`config.mk`:
```
export PLATFORM = sky130hd
export DESIGN_NAME = chan_link_ctrl
export DESIGN_NICKNAME = d
export VERILOG_FILES = /design/src/rtl/chan_link_pkg.sv /design/src/rtl/chan_link_sync.sv /design/src/rtl/chan_link_fsm.sv /design/src/rtl/chan_link_ctrl.sv
export SDC_FILE = /design/constraint.sdc
export NUM_CORES = 1
export LEC_CHECK = 0
export BUFFER_PORTS_ARGS = -buffer_cell sky130_fd_sc_hd__buf_2
export CELL_PAD_IN_SITES_DETAIL_PLACEMENT = 0
export CELL_PAD_IN_SITES_GLOBAL_PLACEMENT = 1
export CORE_AREA = 2 2 39 41
export CTS_CLUSTER_DIAMETER = 50
export CTS_CLUSTER_SIZE = 30
export DETAILED_ROUTE_END_ITERATION = 10
export DIE_AREA = 0 0 41 43
export PLACE_DENSITY = 0.48
export SLEW_MARGIN = 5
export SYNTH_ARGS = -nofsm -noshare
export SYNTH_HDL_FRONTEND = slang
export SYNTH_SLANG_ARGS = --single-unit
```
`constraint.sdc`:
```
create_clock -name clk -period 1.45 [get_ports clk]
set_input_delay 0.29 -clock clk [delete_from_list [all_inputs] [get_ports clk]]
set_output_delay 0.29 -clock clk [all_outputs]
set_load 0.02 [all_outputs]
```
`src/rtl/chan_link_pkg.sv`:
```
package chan_link_pkg;

    typedef enum logic [2:0] {
        LS_INIT = 3'd0,
        LS_IDLE = 3'd1,
        LS_WAIT = 3'd2,
        LS_CONN = 3'd3,
        LS_TERM = 3'd4
    } link_state_t;

    localparam int unsigned MIN_SYNC_STAGES = 2;

endpackage

```
`src/rtl/chan_link_sync.sv`:
```
module chan_link_sync #(
    parameter int unsigned STAGES = 2
) (
    input  logic clk,
    input  logic rst_n,
    input  logic d_async,
    output logic q_sync
);
    localparam int unsigned LAST = STAGES - 1;

    logic [STAGES-1:0] chain;

    always_ff @(posedge clk or negedge rst_n) begin
        if (!rst_n) chain[0] <= 1'b0;
        else        chain[0] <= d_async;
    end

    for (genvar g = 1; g < STAGES; g++) begin : g_stage
        always_ff @(posedge clk or negedge rst_n) begin
            if (!rst_n) chain[g] <= 1'b0;
            else        chain[g] <= chain[g-1];
        end
    end

    assign q_sync = chain[LAST];

    initial begin
        assert (STAGES >= chan_link_pkg::MIN_SYNC_STAGES)
            else $error("synchronizer needs at least two stages");
    end
endmodule

```
`src/rtl/chan_link_fsm.sv`:
```
module chan_link_fsm
    import chan_link_pkg::*;
(
    input  logic clk,
    input  logic rst_n,
    input  logic host_req,
    input  logic abort,
    input  logic conn_seen,
    output logic link_request,
    output logic link_up
);
    link_state_t cur_st, nxt_st;

    // state register
    always_ff @(posedge clk or negedge rst_n) begin
        if (!rst_n) cur_st <= LS_INIT;
        else        cur_st <= nxt_st;
    end

    // transition logic, reset command has priority
    always_comb begin
        nxt_st = cur_st;
        if (abort) begin
            nxt_st = LS_INIT;
        end else begin
            unique case (cur_st)
                LS_INIT: if (!conn_seen && !host_req) nxt_st = LS_IDLE;
                LS_IDLE: if (host_req)                nxt_st = LS_WAIT;
                LS_WAIT: begin
                    if (!host_req)      nxt_st = LS_IDLE;
                    else if (conn_seen) nxt_st = LS_CONN;
                end
                LS_CONN: if (!host_req || !conn_seen) nxt_st = LS_TERM;
                LS_TERM: if (!conn_seen)              nxt_st = LS_IDLE;
                default:                              nxt_st = LS_INIT;
            endcase
        end
    end

    // Moore outputs
    always_comb begin
        link_request = 1'b0;
        link_up      = 1'b0;
        unique case (cur_st)
            LS_WAIT: link_request = 1'b1;
            LS_CONN: begin
                link_request = 1'b1;
                link_up      = 1'b1;
            end
            default: ;
        endcase
    end

    assert_abort_drops_req_R8: assert property (@(posedge clk) disable iff (!rst_n)
        abort |=> (!link_request && !link_up));

    assert_graceful_drop_R6: assert property (@(posedge clk) disable iff (!rst_n)
        (link_up && !host_req) |=> !link_request);

    assert_term_holds_R7: assert property (@(posedge clk) disable iff (!rst_n)
        (cur_st == LS_TERM && conn_seen && !abort) |=> (cur_st == LS_TERM && !link_request));

    assert_init_holds_R2: assert property (@(posedge clk) disable iff (!rst_n)
        (cur_st == LS_INIT && (conn_seen || host_req)) |=> (cur_st == LS_INIT));

    assert_up_needs_connect_R4: assert property (@(posedge clk) disable iff (!rst_n)
        $rose(link_up) |-> $past(conn_seen));

    assert_idle_raises_req_R3: assert property (@(posedge clk) disable iff (!rst_n)
        (cur_st == LS_IDLE && host_req && !abort) |=> link_request);
endmodule

```
`src/rtl/chan_link_ctrl.sv`:
```
module chan_link_ctrl #(
    parameter int unsigned SYNC_STAGES = 2
) (
    input  logic clk,
    input  logic rst_n,
    input  logic host_conn_req,
    input  logic host_abort,
    input  logic remote_connect,
    output logic link_request,
    output logic conn_status,
    output logic link_up
);
    logic conn_sync;

    chan_link_sync #(.STAGES(SYNC_STAGES)) u_sync (
        .clk     (clk),
        .rst_n   (rst_n),
        .d_async (remote_connect),
        .q_sync  (conn_sync)
    );

    chan_link_fsm u_fsm (
        .clk          (clk),
        .rst_n        (rst_n),
        .host_req     (host_conn_req),
        .abort        (host_abort),
        .conn_seen    (conn_sync),
        .link_request (link_request),
        .link_up      (link_up)
    );

    assign conn_status = conn_sync;

    // losing connect while up drops the link on the next edge
    assert_remote_drop_R10: assert property (@(posedge clk) disable iff (!rst_n)
        (link_up && !conn_sync) |=> !link_up);
endmodule

```
* Word level (Yosys, flattened, before mapping)
Cells that the tools add are included.
** Word-level totals
- Input port bits :: 5
- Flip-flop bits (word level) :: 5
- Output and inout bits :: 3
** Operators by class
- Reductions and logical operators :: 7
- Eq/ne operators :: 9
- Multiplexer cells :: 10
** Operators with widths (number)
- $mux 3 :: 7
- $pmux 3 s5 :: 1
- $eq 3x2->1 const B :: 2
- $ne 3x2->1 const B :: 2
- $ne 3x3->1 const B :: 2
- $reduce_and 5->1 :: 1
- $ne 4x4->1 const B :: 1
- $eq 3x1->1 const B :: 1
- $eq 3x3->1 const B :: 1
- $logic_not 3->1 :: 1
- $logic_not 1->1 :: 2
- $mux 1 :: 2
- $reduce_or 2->1 :: 1
- $logic_and 1x1->1 :: 1
- $logic_or 1x1->1 :: 1

* Logic depth before layout (Yosys ltp)
Gate-level depths: netlist of the first run.
- Depth in word-level cells :: 5
- Mapped depth :: 3
- Depth with buffers taken out :: 3

* Hierarchy
A second synthesis of the first run with hierarchy kept.
** Second synthesis, totals
- Cell total of the unflattened synthesis :: 21
- Area, all modules :: 219.0 sq um
** By module, submodules not included
- chan_link_fsm :: area an instance 168.9 sq um, cells each 19, times used 1
- chan_link_sync :: area an instance 50.0 sq um, cells each 2, times used 1

* Worst setup path after synthesis of the first run
Ideal clock, no wire load.
- Path kind :: register -> register
- Start :: reg u_sync.chain[1] (netlist: u_sync.q_sync)
- End :: reg u_fsm.cur_st[0]
- Setup slack :: 0.375 ns
- Library setup time :: 0.096 ns
- Stages on the path, launching flop included :: 4
- Arrival time :: 0.979 ns
- Buffers on the path :: 0
- Path through :: dfrtp_1 > nor3_1 > nor3_1 > nor4_2
** On the way
- Cells in the longest elaborated chain, start to end :: 4
- Elaborated cells between the ends (all ways) :: 8
** RTL lines
- from (decl) :: RTL line chan_link_sync.sv:11 : logic [STAGES-1:0] chain;
- from (signal, indexed assignment) :: RTL line chan_link_sync.sv:21 : else chain[g] <= chain[g-1];
- $logic_not 1->1 :: RTL line chan_link_fsm.sv:27, chan_link_fsm.sv:33
- $logic_or 1x1->1 / $logic_and 1x1->1 (equally long branches) :: RTL line chan_link_fsm.sv:33, chan_link_fsm.sv:27
- $ne 3x2->1 (no source line)
- $reduce_and 5->1 (no source line) (*)
- to (signal assigned) :: RTL line chan_link_fsm.sv:17 : else cur_st <= nxt_st;
- to (decl) :: RTL line chan_link_fsm.sv:12 : link_state_t cur_st, nxt_st;
Mark *: on every way between the ends. The rest lies on a longest branch, timed or not.
A chain may end at the register's enable or synchronous reset.

* Worst setup path in the final report of the first run
- Start :: reg u_fsm.cur_st[1]
- End :: out link_up
** On the way
- Cells in the longest elaborated chain, start to end :: 2
** RTL lines
- $eq 3x2->1 :: RTL line chan_link_fsm.sv:44 : unique case (cur_st)
- $mux 1 :: RTL line chan_link_fsm.sv:44
- to (decl) :: RTL line chan_link_ctrl.sv:11 : output logic link_up
No other way between the ends.

==> run metrics, run 1 <==
Pleak=0.1536 nW; CTS tree=built; Placer Congestion=0.5504; ANT cells=0; Hold WS=159.5 ps; Worst Tran Pin Value=233.1 ps; most common cell after layout, fill and taps aside=buf_2; Hold Crit Start=remote_connect; largest family of logic cells by synthesized area=simple AND/OR/NAND/NOR gates; Power Dens Cells=1087 nW/um^2; sequential fraction of the synthesis area=56.18%; Cells after Synth=21; clock buffer depth=2; placed inst area=277.8 sq um; Syn-to-layout area delta=41.01%; Setup Viol. Count Final=0; post-synthesis mux area share=0%; worst-path cell chain=and3b_1, buf_2; Post CTS Setup Buffer Count=0; RR Endpoint=u_fsm.cur_st[0]; worst r2r src=u_fsm.cur_st[1]; # nets final=39; clock root buffer=clkbuf_4; iteration count of the initial detailed-routing pass=4; Design Area, Final=314.1 sq um; post-synth net total=26; Register-to-Register Path Depth=3; largest net degree at the start of global routing=8; WS Path Type=register to output pin; max cap viols=0; Slew Limit Fails=0; routed length per instance=9.388 um; Mean Syn Cell Area=10.61 sq um; CTS Sinks=5; global-route wire length before repair=696 um; synth top area cells=dfrtp_1 56%, nor2b_1 5.6%, nor4_2 5.6%, nor2_1 5.1%, nor3_1 4.5%; Synth Area in Simple Gates=33.71%; #FFs+latches synth=5; die height=43 um; period utilization=93.59%; TNS Setup=0 ps; Post-Synth Adder-Cell Area=0%; die width=41 um; latest clock arrival within the worst-skew pair=240 ps; grt ovf=0; Synth Area in Compound Gates=6.180%; DRC violation count after routing=0; Critical Path AT=1070 ps; die area=1763 sq um; Max Clock Skew=0.2608 ps; layout cells sized above 1=33.33%; fmax=0.7369 GHz; clock-pin slew on the worst setup and hold paths=40 ps; Slew HR=84.32%; final worst slack=92.91 ps; Synth top area share=56.18%; number of resized instances in the post-cts repair step=0; Routed Antenna Nets=0; Std-Cell Rows=14; peak supply drop=0.0004150 V; family with the most delay on the worst path=flip-flops; Min-Delay Path Depth=1; routed vias=213; crit-path max cell delay=450 ps; wirelength, routed=460 um; vias in the first global route=185; Worst path slowest cell=dfrtp_1; Synth area leader=dfrtp_1; CORE AREA=1384 sq um; most frequent cells in the layout=7 x buf_2, 5 x dfrtp_1, 3 x nor2_1, 3 x clkbuf_4; Hold Fails Final Rpt=0; Tmin final=1357 ps; H-tree Lvls=1; DRT iter0 DRCs=5; Detail Placement HPWL=362.3 um; RSZ-0062 raised after global routing=false; Boundary Pins=8; gr usage total=6.572%; port bufs=7; CTS buffer count=3; worst slack, placed=296.1 ps; crit path max fanout=7; Hold EP=u_sync.chain[0]; Synth Cell Area=222.7 sq um; Critical Path RT=1160 ps; Distinct cells, synth=12; warnings from Yosys=0; Hold WC Path Type=input pin to register; Starting Density=16.09%; Setup crit start kind=register; Worst setup EP type=output pin; XOR/XNOR Fraction of Synth Area=3.933%; worst path bufs/invs=1; Worst R2R Setup Slack=300 ps; outcome=completed; via/cell ratio=4.347; initial antenna violation count=0
## synthesized netlist by cell type
cell type and instances:
xor2_1 1, nor3_1 2, nor2_1 3, nor4_2 1, nand2b_1 1, dfrtp_1 5
nand2_1 2, nor4_1 1, nor2b_1 2, a21oi_1 1, and3b_1 1, a32oi_1 1
## where the power goes
group	switching, W	internal [W]	leakage, nW	total, W
logic	0.0000179	0.0000148	0.0745	0.0000326
clock network	0.0000511	0.000104	0.0150	0.000155
registers	0.00000770	0.000146	0.0641	0.000154
## final cells by class
class,instances,area (sq um)
sequential,5,125.1
timing repair buffer,8,45.04
tap,16,20.02
multi-input combinational,16,97.59
clock buffer,4,26.28
fill,159,1070
## layer usage
metal  global-route usage [%]  vias to the layer above  routed length (um)
met5                        0                        -                   0
met4                    8.000                        0                   0
met3                    3.141                        0                  57
met2                    9.375                       12                 221
met1                    5.592                      103                 181
li1                         -                       98                   -
## sequential cells by signal, indices dropped and copies added (netlist names)
signal	count
u_sync.chain	1
u_sync.q_sync	1
u_fsm.cur_st	3
## worst max-delay path by stage
stage                    startpoint               to  cells past startpoint
finish              u_fsm.cur_st[1]          link_up                      2
global route        u_fsm.cur_st[1]          link_up                      2
CTS                 u_fsm.cur_st[1]          link_up                      2
detailed placement  u_fsm.cur_st[1]  u_fsm.cur_st[0]                      3
global placement    u_fsm.cur_st[2]          link_up                      2
floorplan             u_sync.q_sync  u_fsm.cur_st[0]                      3
## through the flow
| step | total power [W] | utilization (%) | std cells |
|---|---|---|---|
| final | 0.0003412 | 22.69 | 49 |
| after global routing | 0.0003718 | 22.69 | 49 |
| after CTS | 0.0003521 | 22.69 | 49 |
| after detailed placement | 0.0001863 | 20.07 | 44 |
| after global placement | 0.0001858 | 20.07 | 44 |
| after floorplan | 0.0001708 | - | 21 |
## worst register-to-register path, delay by kind of cell, from the launching register on
family | cells | cell delay (ps)
DFF | 1 | 440
and+or+nand+nor | 3 | 610
## kinds of logic after synthesis
family                    Yosys count
and+or+nand+nor                    13
DFF                                 5
AOI/OAI and AO/OA                   2
xor gates and xnor gates            1
## timing repair
item / 4_1_cts / 5_1_grt
endpoints found under the setup margin: 0 / 0
hold buffers: 1 / 0
endpoints found under the hold margin: 5 / 0
Note: power is estimated with default switching activity, not from simulation.
==> run 2, diff against run 1 <==
- MAX_ROUTING_LAYER: unset -> met4
- clock period: 1.45 -> 1.38 ns (I/O delays scaled with it)
==> run 2 against run 1 <==
Against the previous run:
- non-clock buffer count rose by 1
- setup slack got worse by 26 ps
- total power up 5.0%
- via count unchanged
- hold slack worse by 13 ps
- register-to-register slack worse by 50 ps
- die area did not move
- critical path type unchanged
- clock skew is essentially flat
- highest routed layer unchanged
- clock power up 5%
- largest cell class unchanged
- largest power group is now sequential cells
==> run metrics, run 2 (synthesis gave the netlist of run 1 again) <==
most frequent cells in the layout=6 x buf_2, 4 x dfrtp_1, 3 x nor2_1, 3 x clkbuf_4 (was 7 x buf_2, 5 x dfrtp_1, 3 x nor2_1, 3 x clkbuf_4); Worst path slowest cell=dfrtp_2 (was dfrtp_1); Setup crit start kind=register (unchanged); Placer Congestion=0.5524 (was 0.5504); port bufs=7 (unchanged); Max Clock Skew=0.06925 ps (was 0.2608 ps); Largest Register=u_fsm.cur_st (unchanged); crit-path max cell delay=440 ps (was 450 ps); RSZ-0062 raised after global routing=false (unchanged); # nets final=40 (was 39); crit path max fanout=7 (unchanged); Hold WC Path Type=input pin to register (unchanged); Design Area, Final=325.3 sq um (was 314.1 sq um); Slew Limit Fails=0 (unchanged); Starting Density=16.09% (unchanged); routed length per instance=9.280 um (was 9.388 um); Hold Fails Final Rpt=0 (unchanged); initial antenna violation count=0 (unchanged); Tmin final=1314 ps; Worst setup EP type=output pin (unchanged); ANT cells=0 (unchanged); wirelength, routed=464 um (was 460 um); Syn-to-layout area delta=46.07% (was 41.01%); max cap viols=0 (unchanged); CTS Sinks=5 (unchanged); final total power=0.0003581 W (was 0.0003412 W); latest clock arrival within the worst-skew pair=240 ps (about the same); max reg flops=3 (unchanged); Critical Path AT=1040 ps (was 1070 ps); die width=41 um (unchanged); worst slack, placed=226.1 ps (was 296.1 ps); CTS tree=built (unchanged); Power Dens Cells=1101 nW/um^2 (was 1087 nW/um^2); Std-Cell Rows=14 (unchanged); peak supply drop=0.0004361 V (was 0.0004150 V); Critical Path RT=1100 ps (was 1160 ps); period utilization=95.19%; die area=1763 sq um (unchanged); worst-path cell chain=and3b_1, buf_4 (was and3b_1, buf_2); vias in the first global route=184 (was 185); Boundary Pins=8 (unchanged); iteration count of the initial detailed-routing pass=4 (unchanged); via/cell ratio=4.260 (was 4.347); CORE AREA=1384 sq um (unchanged); TNS Setup=0 ps (unchanged); outcome=completed (unchanged); Setup Viol. Count Final=0 (unchanged); clock buffer depth=2 (unchanged); fmax=0.7613 GHz; most common cell after layout, fill and taps aside=buf_2 (unchanged); gr usage total=6.736% (was 6.572%); Pleak=0.1574 nW (was 0.1536 nW); DRT iter0 DRCs=8 (was 5); final worst slack=66.42 ps (was 92.91 ps); Slew HR=84.33% (was 84.32%); layout cells sized above 1=38.24% (was 33.33%); H-tree Lvls=1 (unchanged); die height=43 um (unchanged); Detail Placement HPWL=362.3 um (unchanged); Worst Tran Pin Value=232.9 ps (was 233.1 ps); largest net degree at the start of global routing=8 (unchanged); Hold WS=146.7 ps (was 159.5 ps); fillers=161 (was 159); placed inst area=277.8 sq um (unchanged); Routed Antenna Nets=0 (unchanged); routed vias=213 (unchanged); clock-pin slew on the worst setup and hold paths=40 ps (about the same); global-route wire length before repair=696 um (unchanged); CTS buffer count=3 (unchanged); grt ovf=0 (unchanged); clock root buffer=clkbuf_4 (unchanged); WS Path Type=register to output pin (unchanged); DRC violation count after routing=0 (unchanged)
-- run 2: cell count changes in the layout (fill, tap and decap cells not counted), sizes merged --
cell,delta
buf,+1
-- run 2: what timing repair did --
action                     4_1_cts  5_1_grt
setup endpoints to repair        0        1
setup buffers                    0        1
gates resized for setup          0        2
hold endpoints to repair         5        0
hold buffers                     1        0
-- run 2: through the flow --
step                      util, %  instances
after floorplan                 -         21
after global placement      20.07         44
after detailed placement    20.07         44
after CTS                   22.69         49
after global routing        23.51         50
final                       23.51         50
-- run 2: critical path: cells and delay by family (launching register included) --
family	cells	cell delay, ps
buffers and inverters	1	160
AND/OR/NAND/NOR	1	210
flip-flops	1	440
-- run 2: power breakdown --
part	total (W)	internal, W	switching [W]
combinational	0.0000348	0.0000161	0.0000187
sequential	0.000162	0.000154	0.00000803
clock	0.000162	0.000109	0.0000527
-- run 2: path summary, 6_finish.rpt --
kind | startpoint | to | slack, ps | cells after the start
worst max register to register | u_fsm.cur_st[1] | u_fsm.cur_st[0] | 250 | 3
max in group asynchronous | rst_n | u_fsm.cur_st[1] | 860 | 2
worst max-delay path | u_fsm.cur_st[1] | link_up | 70 | 2
min in group asynchronous | rst_n | u_sync.q_sync | 380 | 2
worst min-delay path | remote_connect | u_sync.chain[0] | 150 | 1
worst min register to register | u_sync.chain[0] | u_sync.q_sync | 350 | 0
-- run 2: layout make-up --
cell class	instances	area [sq um]	share of cell area, %
tap	16	20.02	6.154
sequential	5	126.4	38.85
clock buffer	4	26.28	8.077
timing repair buffer	9	55.05	16.92
multi-input combinational	16	97.59	30.00
-- run 2: layer usage --
layer  vias up  track usage [%]  wire length [um]
met2         8            9.375               237
met3         0            3.141                42
met5         -                -                 0
met1       104            5.592               184
li1        101                -                 -
met4         0            8.000                 0
